==> config.mk <==
export PLATFORM = sky130hd
export DESIGN_NAME = banked_irq_ctrl
export DESIGN_NICKNAME = d
export VERILOG_FILES = /design/src/rtl/banked_irq_pkg.sv /design/src/rtl/irq_sync.sv /design/src/rtl/irq_bank.sv /design/src/rtl/irq_prio.sv /design/src/rtl/banked_irq_ctrl.sv
export SDC_FILE = /design/constraint.sdc
export NUM_CORES = 1
export LEC_CHECK = 0
export ABC_AREA = 1
export BUFFER_PORTS_ARGS = -buffer_cell sky130_fd_sc_hd__clkbuf_2
export CAP_MARGIN = 20
export CORE_UTILIZATION = 59
export DETAILED_ROUTE_END_ITERATION = 6
export GPL_TIMING_DRIVEN = 0
export PLACE_DENSITY = 0.8
export SLEW_MARGIN = 20
export SYNTH_ARGS = -nofsm -noshare
export SYNTH_HDL_FRONTEND = slang
export SYNTH_HIERARCHICAL = 1
export SYNTH_SLANG_ARGS = --single-unit
==> constraint.sdc <==
create_clock -name clk -period 4.5 [get_ports clk]
set_clock_uncertainty 0.15 [all_clocks]
set_input_delay 0.675 -clock clk [delete_from_list [all_inputs] [get_ports clk]]
set_output_delay 0.675 -clock clk [all_outputs]
set_load 0.02 [all_outputs]
==> src/rtl/banked_irq_pkg.sv <==
package banked_irq_pkg;
  typedef enum logic [1:0] {
    REG_EVENT  = 2'd0,
    REG_ENABLE = 2'd1,
    REG_ACK    = 2'd2,
    REG_LEVEL  = 2'd3
  } reg_sel_e;
endpackage

==> src/rtl/irq_sync.sv <==
module irq_sync #(
  parameter int W      = 32,
  parameter int STAGES = 2
) (
  input  logic         clk,
  input  logic         rst_n,
  input  logic [W-1:0] d_i,
  output logic [W-1:0] q_o
);
  logic [W-1:0] stage_q [STAGES];

  genvar s;
  generate
    for (s = 0; s < STAGES; s++) begin : g_stage
      if (s == 0) begin : g_first
        always_ff @(posedge clk or negedge rst_n)
          if (!rst_n) stage_q[s] <= '0;
          else        stage_q[s] <= d_i;
      end else begin : g_next
        always_ff @(posedge clk or negedge rst_n)
          if (!rst_n) stage_q[s] <= '0;
          else        stage_q[s] <= stage_q[s-1];
      end
    end
  endgenerate

  assign q_o = stage_q[STAGES-1];
endmodule

==> src/rtl/irq_bank.sv <==
module irq_bank #(
  parameter int W = 32
) (
  input  logic         clk,
  input  logic         rst_n,
  input  logic [W-1:0] lvl_i,
  input  logic         en_we_i,
  input  logic         ack_we_i,
  input  logic [W-1:0] wdata_i,
  output logic [W-1:0] ev_o,
  output logic [W-1:0] en_o,
  output logic [W-1:0] rise_o,
  output logic [W-1:0] pend_o
);
  logic [W-1:0] prev_q, ev_q, en_q, clr_mask;

  assign rise_o   = lvl_i & ~prev_q;
  assign clr_mask = ack_we_i ? wdata_i : '0;

  always_ff @(posedge clk or negedge rst_n) begin
    if (!rst_n) begin
      prev_q <= '0;
      ev_q   <= '0;
      en_q   <= '0;
    end else begin
      prev_q <= lvl_i;
      // a new edge wins over an acknowledge of the same bit
      ev_q   <= (ev_q & ~clr_mask) | rise_o;
      if (en_we_i) en_q <= wdata_i;
    end
  end

  assign ev_o   = ev_q;
  assign en_o   = en_q;
  assign pend_o = (ev_q | lvl_i) & en_q;
endmodule

==> src/rtl/irq_prio.sv <==
module irq_prio #(
  parameter int N     = 64,
  parameter int IDX_W = 6
) (
  input  logic [N-1:0]     vec_i,
  output logic             any_o,
  output logic [IDX_W-1:0] idx_o
);
  always_comb begin
    idx_o = '0;
    for (int i = 0; i < N; i++)
      if (vec_i[i]) idx_o = IDX_W'(i);
  end
  assign any_o = |vec_i;
endmodule

==> src/rtl/banked_irq_ctrl.sv <==
module banked_irq_ctrl
  import banked_irq_pkg::*;
#(
  parameter int NUM_BANKS   = 2,
  parameter int BANK_W      = 32,
  parameter int SYNC_STAGES = 2,
  parameter int ADDR_W      = 6,
  localparam int NUM_SRC    = NUM_BANKS * BANK_W,
  localparam int IDX_W      = $clog2(NUM_SRC)
) (
  input  logic               clk,
  input  logic               rst_n,
  input  logic [NUM_SRC-1:0] src_i,
  input  logic               bus_valid,
  input  logic               bus_write,
  input  logic [ADDR_W-1:0]  bus_addr,
  input  logic [BANK_W-1:0]  bus_wdata,
  output logic [BANK_W-1:0]  bus_rdata,
  output logic               cpu_irq,
  output logic               pend_valid,
  output logic [IDX_W-1:0]   pend_idx
);
  localparam int SEL_W = ADDR_W - 4;

  logic [NUM_SRC-1:0] lvl_all, ev_all, en_all, rise_all, pend_vec;
  logic [NUM_BANKS-1:0] hit;
  reg_sel_e word_sel;
  logic aligned;
  logic any_pend;
  logic [IDX_W-1:0] top_idx;

  irq_sync #(.W(NUM_SRC), .STAGES(SYNC_STAGES)) u_sync (
    .clk(clk), .rst_n(rst_n), .d_i(src_i), .q_o(lvl_all)
  );

  assign word_sel = reg_sel_e'(bus_addr[3:2]);
  assign aligned  = (bus_addr[1:0] == 2'b00);

  genvar b;
  generate
    for (b = 0; b < NUM_BANKS; b++) begin : g_bank
      // lower-numbered banks sit at higher addresses
      localparam logic [SEL_W-1:0] SEL = SEL_W'(NUM_BANKS - b);
      logic en_we, ack_we;

      assign hit[b]  = bus_valid && aligned && (bus_addr[ADDR_W-1:4] == SEL);
      assign en_we   = hit[b] && bus_write && (word_sel == REG_ENABLE);
      assign ack_we  = hit[b] && bus_write && (word_sel == REG_ACK);

      irq_bank #(.W(BANK_W)) u_bank (
        .clk     (clk),
        .rst_n   (rst_n),
        .lvl_i   (lvl_all[b*BANK_W +: BANK_W]),
        .en_we_i (en_we),
        .ack_we_i(ack_we),
        .wdata_i (bus_wdata),
        .ev_o    (ev_all[b*BANK_W +: BANK_W]),
        .en_o    (en_all[b*BANK_W +: BANK_W]),
        .rise_o  (rise_all[b*BANK_W +: BANK_W]),
        .pend_o  (pend_vec[b*BANK_W +: BANK_W])
      );
    end
  endgenerate

  always_comb begin
    bus_rdata = '0;
    for (int k = 0; k < NUM_BANKS; k++) begin
      if (hit[k] && !bus_write) begin
        case (word_sel)
          REG_EVENT:  bus_rdata = ev_all[k*BANK_W +: BANK_W];
          REG_ENABLE: bus_rdata = en_all[k*BANK_W +: BANK_W];
          REG_LEVEL:  bus_rdata = lvl_all[k*BANK_W +: BANK_W];
          default:    bus_rdata = '0;
        endcase
      end
    end
  end

  irq_prio #(.N(NUM_SRC), .IDX_W(IDX_W)) u_prio (
    .vec_i(pend_vec), .any_o(any_pend), .idx_o(top_idx)
  );

  always_ff @(posedge clk or negedge rst_n) begin
    if (!rst_n) begin
      cpu_irq    <= 1'b0;
      pend_valid <= 1'b0;
      pend_idx   <= '0;
    end else begin
      cpu_irq    <= |pend_vec;
      pend_valid <= any_pend;
      pend_idx   <= top_idx;
    end
  end
endmodule

# ---- Word-level counts from Yosys, hierarchy flattened
# Cells that the tools add are included.
dict set report classes {
  eq_ne 5
  bitwise 14
  n_mux 69
  reduce_logical 15
}
# cell n
set op_table {}
lappend op_table {{$and 32x32->32} 6}
lappend op_table {{$mux 6} 32}
lappend op_table {{$pmux 32 s3} 2}
lappend op_table {{$mux 32} 4}
lappend op_table {{$not 32->32} 4}
lappend op_table {{$or 32x32->32} 4}
lappend op_table {{$mux 5} 16}
lappend op_table {{$reduce_or 64->1} 1}
lappend op_table {{$mux 4} 8}
lappend op_table {{$mux 3} 4}
lappend op_table {{$logic_and 1x1->1} 11}
lappend op_table {{$eq 2x2->1 const B} 3}
lappend op_table {{$eq 2x1->1 const B} 2}
lappend op_table {{$logic_not 2->1} 2}
lappend op_table {{$mux 2} 2}
lappend op_table {{$logic_not 1->1} 1}
lappend op_table {{$mux 1} 1}
dict set report totals {
  register_bits 327
  out_inout_bits 40
  in_bits 106
  elab_cells 113
}

# ---- Longest topological paths before layout
# Gate-level depths: netlist of run 1.
dict set report logic_depth {
  ltp_word 65
  ltp_mapped 66
  ltp_nobuf 65
}

# ---- Hierarchy
# Netlist of run 1, hierarchy kept.
# module cells_each n_inst area_each_um2
set modules_own_cells {}
lappend modules_own_cells {irq_bank 458 2 3876.2}
lappend modules_own_cells {irq_sync 192 1 3683.5}
lappend modules_own_cells {banked_irq_ctrl 471 1 2085.8}
lappend modules_own_cells {irq_prio 227 1 1117.3}

# ---- Worst setup path before layout of run 1
# Ideal clock, no wire load.
dict set report synth_path {
  path_type {register to register}
  from {reg u_sync.stage_q, in the netlist u_sync/q_o[1]}
  to {reg pend_idx[0]}
  path_stages_with_launch 66
  t_arrival_ps 3208
  required_ps 4234
  period_less_slack_ps 3474
  setup_slack_ps 1026
  setup_time_ps 116
  cell_sequence {dfrtp_1 buf_4 nor2_1 nor2_1 nand2_1 nand2_1 nand2_1 nand2_1 nand2_1 nand2_1 nand2_1 nand2_1 nand2_1 nand2_1 nand2_1 nand2_1 nand2_1 nand2_1 (+30 left out) nand2_1 nand2_1 nand2_1 nand2_1 nand2_1 nand2_1 nand2_1 nand2_1 nand2_1 nand2_1 nand2_1 nand2_1 nand2_1 nand2_1 nand2_1 nand2_1 nand2_1 nand2_1}
}
dict set report synth_via {
  elab_chain_cells 65
}
# element line_no
set synth_rtl {}
lappend synth_rtl {{start, declared} irq_sync.sv:10} ;# logic [W-1:0] stage_q [STAGES];
lappend synth_rtl {{start signal, assigned by index} irq_sync.sv:22} ;# else stage_q[s] <= stage_q[s-1];
lappend synth_rtl {{$or 32x32->32} irq_bank.sv:35} ;# assign pend_o = (ev_q | lvl_i) & en_q;
lappend synth_rtl {{$and 32x32->32} irq_bank.sv:35}
lappend synth_rtl {{named net pend_vec[1]} banked_irq_ctrl.sv:25} ;# logic [NUM_SRC-1:0] lvl_all, ev_all, en_all, rise_all, pend_vec;
lappend synth_rtl {{$mux 1} irq_prio.sv:12} ;# if (vec_i[i]) idx_o = IDX_W'(i);
lappend synth_rtl {{$mux 2 (2 in series)} irq_prio.sv:12}
lappend synth_rtl {{$mux 3 (4 in series)} irq_prio.sv:12}
lappend synth_rtl {{$mux 4 (8 in series)} irq_prio.sv:12}
lappend synth_rtl {{$mux 5 (16 in series)} irq_prio.sv:12}
lappend synth_rtl {{$mux 6 (32 in series)} irq_prio.sv:12}
lappend synth_rtl {{named net top_idx[0]} banked_irq_ctrl.sv:30} ;# logic [IDX_W-1:0] top_idx;
lappend synth_rtl {{end signal, assigned} banked_irq_ctrl.sv:91} ;# pend_idx <= top_idx;
lappend synth_rtl {{end, declared} banked_irq_ctrl.sv:21} ;# output logic [IDX_W-1:0] pend_idx
# The timed path passes the listed nets, and every way through them passes these cells.
# A chain may end at the register's enable or synchronous reset.

# ---- Worst setup path in the final report of run 1
# Ends and elaborated chain as after synthesis.

==> qor.yml, run 1 <==
global_route:
  met1_usage: 0.379
  grt_max_degree: 98
  grt_pass1_vias: 11100
  use_met3: 0.0397
  gr-total-overflow: 0
  grt_pass1_wl_mm: 55.0
  busiest_layer: "met2"
  antenna_found_initial: 0
  track_usage: 0.287
  use_met2: 0.482
setup_path:
  cpMaxStageDelayCell: "dfrtp_1"
  crit_top_cell: "nand2_1"
  reg2reg_to: "pend_idx[0]$_DFF_PN0_"
  cp_slowest_stage_delay_ns: 0.36
  start_kind: "flop"
  cp-endpoint: "pend_idx[0]$_DFF_PN0_"
  crit_start: "u_sync/q_o[1]$_DFF_PN0_"
  crit_cells: 65
  required_ns: 4.74
  reg2reg_depth: 65
  crit_fanout: 4
  crit_family: "simple AND/OR/NAND/NOR gates"
  worstSetupPathType: "flop to flop"
  end_kind: "flop"
  critPathBufInv: 1
  cp.arrival_ns: 4.45
  r2r_setup_slack_ns: 0.29
  worstReg2RegStart: "u_sync/q_o[1]$_DFF_PN0_"
clocking:
  cts_tree: "yes"
  htree_num_levels: 2
  clockBufferDepth: 3
  cts_buffers: 34
  cts_hold_buf: 0
  postCtsSetupRepairBufs: 0
  root_buffer: "clkbuf_16"
  insertion_delay_ns: 0.51
  cts_resized: 0
  cts_num_sinks: 328
  path_clk_slew_ns: 0.06
power:
  ir_worst_vdd_mv: 0.360
  p_total_mw: 6.68
  power.share.sequential: 0.477
  combPwrFrac: 0.109
  p_sw_frac: 0.240
  switchingPower_mw: 1.60
  power_density_nw_per_um2: 399
  intPower_mw: 5.08
  p_leak_nw: 8.84
  pwr-share-clk: 0.414
yosys:
  avgSynthCellArea_um2: 8.27
  syn-instance-count: 1742
  synth_fp_nets: 1848
  synth_area_um2: 14400
  yosysWarnings: 6
sta:
  final.period_utilization: 0.935
  setup_viol: 0
  post-route-min-period_ns: 4.21
  grt_setup_unrepaired: "yes"
  tightestPinTransition_ns: 0.680
  clock.fmax_ghz: 0.238
  relSlewSlack: 0.547
  hold_viol: 0
  slew_viol_final: 0
  setup_tns_ns: 0
final_layout:
  final_nets: 2031
  synthToLayoutAreaGrowth_pct: 16.1
  layout-drive-gt1-share: 0.172
  nFillCells: 1871
  final_cells: 2265
  insertedDiodeCount: 0
  final_cell_mix: "nand2_1 (747), dfrtp_1 (328), nor2_1 (215), inv_1 (174), clkbuf_2 (144)"
  final_common_cell: "nand2_1"
routing:
  dr.first_iter.drc_count: 896
  drc_errors: 0
  wl_per_cell_um: 15.1
  routed_wl_mm: 34.3
  dr.pass1.iters: 5
  postRouteAntennaNets: 0
  vias: 11400
  routed_via_density: 5.03
floorplanning:
  pin_count: 146
  core_um2: 23700
  start_util: 0.608
  die_h_um: 158
  die_x_um: 158
  rows: 56
  die_area_um2: 25000
placed_design:
  placed_cells: 2209
  place_congestion: 0.858
  place_hpwl_mm: 23.3
  port_buffers: 145
outcome:
  status: "finished, final reports clean"
worst_hold_path:
  hp-class: "input port to asynchronous set/reset pin"
job:
  maxCapViolations: 0
-- cell type report --
type / instances / area [um2] / share of cell area
clock buffers: 47 / 1000 / 0.0600
clock inverters: 10 / 104 / 0.00621
repair buffers: 148 / 817 / 0.0489
inverters: 196 / 970 / 0.0580
multi-input cells: 1109 / 4380 / 0.262
well taps: 319 / 399 / 0.0239
plain buffers: 108 / 837 / 0.0501
flip-flops and latches: 328 / 8210 / 0.491
-- registers in the layout (all words and copies together), names as in the netlist --
signal                count
g_bank.u_bank/prev_q     64
u_sync/q_o               64
pend_valid                1
g_bank.u_bank/ev_o       64
cpu_irq                   1
u_sync/stage_q           64
pend_idx                  6
g_bank.u_bank/en_o       64
-- metrics by stage --
| stage | utilization | instance area (um2) | setup slack, ns | hold WS (ns) |
|---|---|---|---|---|
| after global routing | 0.706 | 16700 | -0.186 | 0.0688 |
| after detailed placement | 0.659 | 15600 | 0.405 | 0.185 |
| final | 0.706 | 16700 | 0.290 | 0.0287 |
| after CTS | 0.706 | 16700 | 0.296 | 0.0409 |
| after global placement | 0.655 | 15500 | -4.22 | 0.182 |
| after floorplan | - | 14400 | 1.03 | 0.181 |
-- metal layers --
metal,part of all wire,vias up
met3,0.073,87
met2,0.48,461
met5,0,-
li1,-,5487
met4,0.028,0
met1,0.41,5366
-- how the worst min path moves through the flow --
stage,to,start,slack [ns],depth (start not counted)
floorplan,u_sync/q_o[0]$_DFF_PN0_,u_sync/stage_q[64]$_DFF_PN0_,0.18,0
global placement,u_sync/q_o[4]$_DFF_PN0_,u_sync/stage_q[68]$_DFF_PN0_,0.18,0
detailed placement,u_sync/q_o[1]$_DFF_PN0_,u_sync/stage_q[65]$_DFF_PN0_,0.18,0
CTS,g_bank[1].u_bank/en_o[16]$_DFFE_PN0P_,rst_n,0.04,1
global route,g_bank[0].u_bank/prev_q[15]$_DFF_PN0_,rst_n,0.07,1
finish,u_sync/q_o[16]$_DFF_PN0_,rst_n,0.03,1
-- power by group through the flow --
stage / registers [mW] / clock network (mW) / logic (mW)
4_1_cts: 3.19 / 2.82 / 0.724
5_1_grt: 3.20 / 2.93 / 0.813
6_report: 3.19 / 2.77 / 0.725
3_5_place_dp: 3.24 / 0 / 0.713
3_3_place_gp: 3.23 / 0 / 0.681
2_1_floorplan: 3.22 / 0 / 0.465
No activity file was read; power rests on OpenSTA's default activity.
==> inputs of run 2 (changes only) <==
Settings changed: CORE_MARGIN set to 5, GPL_ROUTABILITY_DRIVEN set to 0.
==> run 2 against run 1 <==
Cell area increased by 0.98%; clock-buffer cell count increased by 1; sequential power about the same; flip-flop and latch count unchanged; first-iteration DRC count increased by 18%; final cell count increased by 0.35%; global-route usage decreased by 3.4 points; sequential share of layout area decreased by 0.45 points; fmax decreased by 0.48%; setup slack got worse by 0.020 ns; critical path type unchanged; critical endpoint unchanged.
==> qor.yml, run 2 (synthesized netlist as in run 1, its figures left out) <==
clocking:
  htree_num_levels: 2  # unchanged
  root_buffer: "clkbuf_16"  # unchanged
  cts_num_sinks: 328  # unchanged
  path_clk_slew_ns: 0.06  # about the same
  cts_buffers: 35  # was 34
  insertion_delay_ns: 0.51  # about the same
  clockBufferDepth: 3  # unchanged
  cts_tree: "yes"  # unchanged
outcome:
  status: "finished, final reports clean"  # unchanged
setup_path:
  cp_slowest_stage_delay_ns: 0.32  # was 0.36 ns
  r2r_setup_slack_ns: 0.27  # was 0.29 ns
  worstReg2RegStart: "u_sync/q_o[8]$_DFF_PN0_"  # was u_sync/q_o[1]$_DFF_PN0_
  crit_top_cell: "nand2_1"  # unchanged
  start_kind: "flop"  # unchanged
  worstSetupPathType: "flop to flop"  # unchanged
  end_kind: "flop"  # unchanged
  cp.arrival_ns: 4.46  # was 4.45 ns
  cpMaxStageDelayCell: "dfrtp_1"  # unchanged
  reg2reg_depth: 60  # was 65
  crit_fanout: 4  # unchanged
  reg2reg_to: "pend_idx[0]$_DFF_PN0_"  # unchanged
  required_ns: 4.73  # was 4.74 ns
final_layout:
  final_common_cell: "nand2_1"  # unchanged
  layout-drive-gt1-share: 0.180  # was 0.172
  final_nets: 2030  # was 2031
  synthToLayoutAreaGrowth_pct: 17.3  # was 16.1%
  final_area_um2: 16900  # was 16700 um2
  final_cell_mix: "nand2_1 (746), dfrtp_1 (325), nor2_1 (210), inv_1 (173), clkbuf_2 (144)"  # was nand2_1 (747), dfrtp_1 (328), nor2_1 (215), inv_1 (174), clkbuf_2 (144)
  insertedDiodeCount: 0  # unchanged
global_route:
  track_usage: 0.253  # was 0.287
  grt_pass1_wl_mm: 57.2  # was 55.0 mm
  antenna_found_initial: 1  # was 0
  grt_pass1_vias: 11600  # was 11100
  gr-total-overflow: 0  # unchanged
  grt_max_degree: 93  # was 98
routing:
  dr.first_iter.drc_count: 1056  # was 896
  routed_wl_mm: 35.2  # was 34.3 mm
  drc_errors: 0  # unchanged
  wl_per_cell_um: 15.5  # was 15.1 um
  postRouteAntennaNets: 0  # unchanged
  dr.pass1.iters: 5  # unchanged
  vias: 11500  # was 11400
  routed_via_density: 5.06  # was 5.03
sta:
  tightestPinTransition_ns: 0.728  # was 0.680 ns
  clock.fmax_ghz: 0.236  # was 0.238 GHz
  setup_viol: 0  # unchanged
  final.period_utilization: 0.940  # was 0.935
  slew_viol_final: 0  # unchanged
  grt_setup_unrepaired: "yes"  # unchanged
  hold_viol: 0  # unchanged
  relSlewSlack: 0.515  # was 0.547
  post-route-min-period_ns: 4.23  # was 4.21 ns
floorplanning:
  die_area_um2: 27600  # was 25000 um2
  pin_count: 146  # unchanged
  rows: 57  # was 56
  die_h_um: 166  # was 158 um
  die_x_um: 166  # was 158 um
  core_um2: 24200  # was 23700 um2
  start_util: 0.596  # was 0.608
power:
  ir_worst_vdd_mv: 0.297  # was 0.360 mV
  power_density_nw_per_um2: 413  # was 399 nW/um2
  p_leak_nw: 8.87  # was 8.84 nW
  p_total_mw: 6.97  # was 6.68 mW
worst_hold_path:
  hp-class: "input port to asynchronous set/reset pin"  # unchanged
placed_design:
  port_buffers: 145  # unchanged
  placed_cell_area_um2: 15600  # about the same
  place_hpwl_mm: 23.9  # was 23.3 mm
job:
  maxCapViolations: 0  # unchanged
-- run 2: cell types whose count changed in the layout (fill, tap and decap cells not counted), moves of 2 or more --
cell        before  now
clkbuf_8         5    8
clkinv_2         7    4
nor2_1         215  210
clkbuf_1         7    5
clkinvlp_4       0    4
dfrtp_1        328  325
bufinv_16        2    5
dfrtp_2          0    3
nor2_4           1    4
buf_4           69   67
nor2_2           4    6
-- run 2: critical path, delay by kind of cell, from the launching register on --
| kind | cells | cell delay (ns) |
|---|---|---|
| buffers and inverters | 2 | 0.35 |
| flip-flops | 1 | 0.32 |
| AND/OR/NAND/NOR | 58 | 3.28 |
-- run 2: metrics by stage --
stage	instances	hold slack [ns]	TNS [ns]	worst slack, ns	util
6_report	2273	0.0285	0	0.270	0.698
5_1_grt	2273	0.0648	-0.215	-0.215	0.698
4_1_cts	2276	0.0440	0	0.242	0.698
3_5_place_dp	2214	0.185	0	0.376	0.646
3_3_place_gp	2211	0.181	-1379.52	-4.24	0.642
2_1_floorplan	1742	0.181	0	1.03	-
-- run 2: layout make-up --
cell class              instances  area (um2)
well taps                     324         405
repair buffers                148         817
clock buffers                  48        1040
fillers                      1873        7290
multi-input cells            1109        4410
plain buffers                 106         822
clock inverters                14         209
inverters                     196         970
flip-flops and latches        328        8210
-- run 2: repair_timing --
item	CTS	global route
hold endpoints to repair	0	0
endpoints found under the setup margin	0	1
hold buffers	0	0
setup buffers	0	0
resized for setup	0	16
-- run 2: worst max-delay path by stage --
stage                     depth (start not counted)               startpoint  slack (ns)                       endpoint
after floorplan                                  65  u_sync/q_o[1]$_DFF_PN0_        1.03          pend_idx[0]$_DFF_PN0_
after global placement                            1                    rst_n       -4.24  u_sync/stage_q[125]$_DFF_PN0_
after detailed placement                         66  u_sync/q_o[2]$_DFF_PN0_        0.38          pend_idx[0]$_DFF_PN0_
after CTS                                        66  u_sync/q_o[2]$_DFF_PN0_        0.24          pend_idx[0]$_DFF_PN0_
after global routing                             64  u_sync/q_o[4]$_DFF_PN0_       -0.21          pend_idx[0]$_DFF_PN0_
final                                            60  u_sync/q_o[8]$_DFF_PN0_        0.27          pend_idx[0]$_DFF_PN0_
-- run 2: metal layers --
| metal | GRT usage | part of all wire |
|---|---|---|
| met4 | 0.103 | 0.036 |
| met5 | 0 | 0.00037 |
| met2 | 0.420 | 0.48 |
| met1 | 0.335 | 0.41 |
| met3 | 0.0438 | 0.075 |
-- run 2: report_power, final --
part	total (mW)	switching, mW	internal [mW]
Sequential	3.19	0.0722	3.12
Combinational	0.729	0.438	0.290
Clock	3.05	1.14	1.90
Total	6.97	1.65	5.31
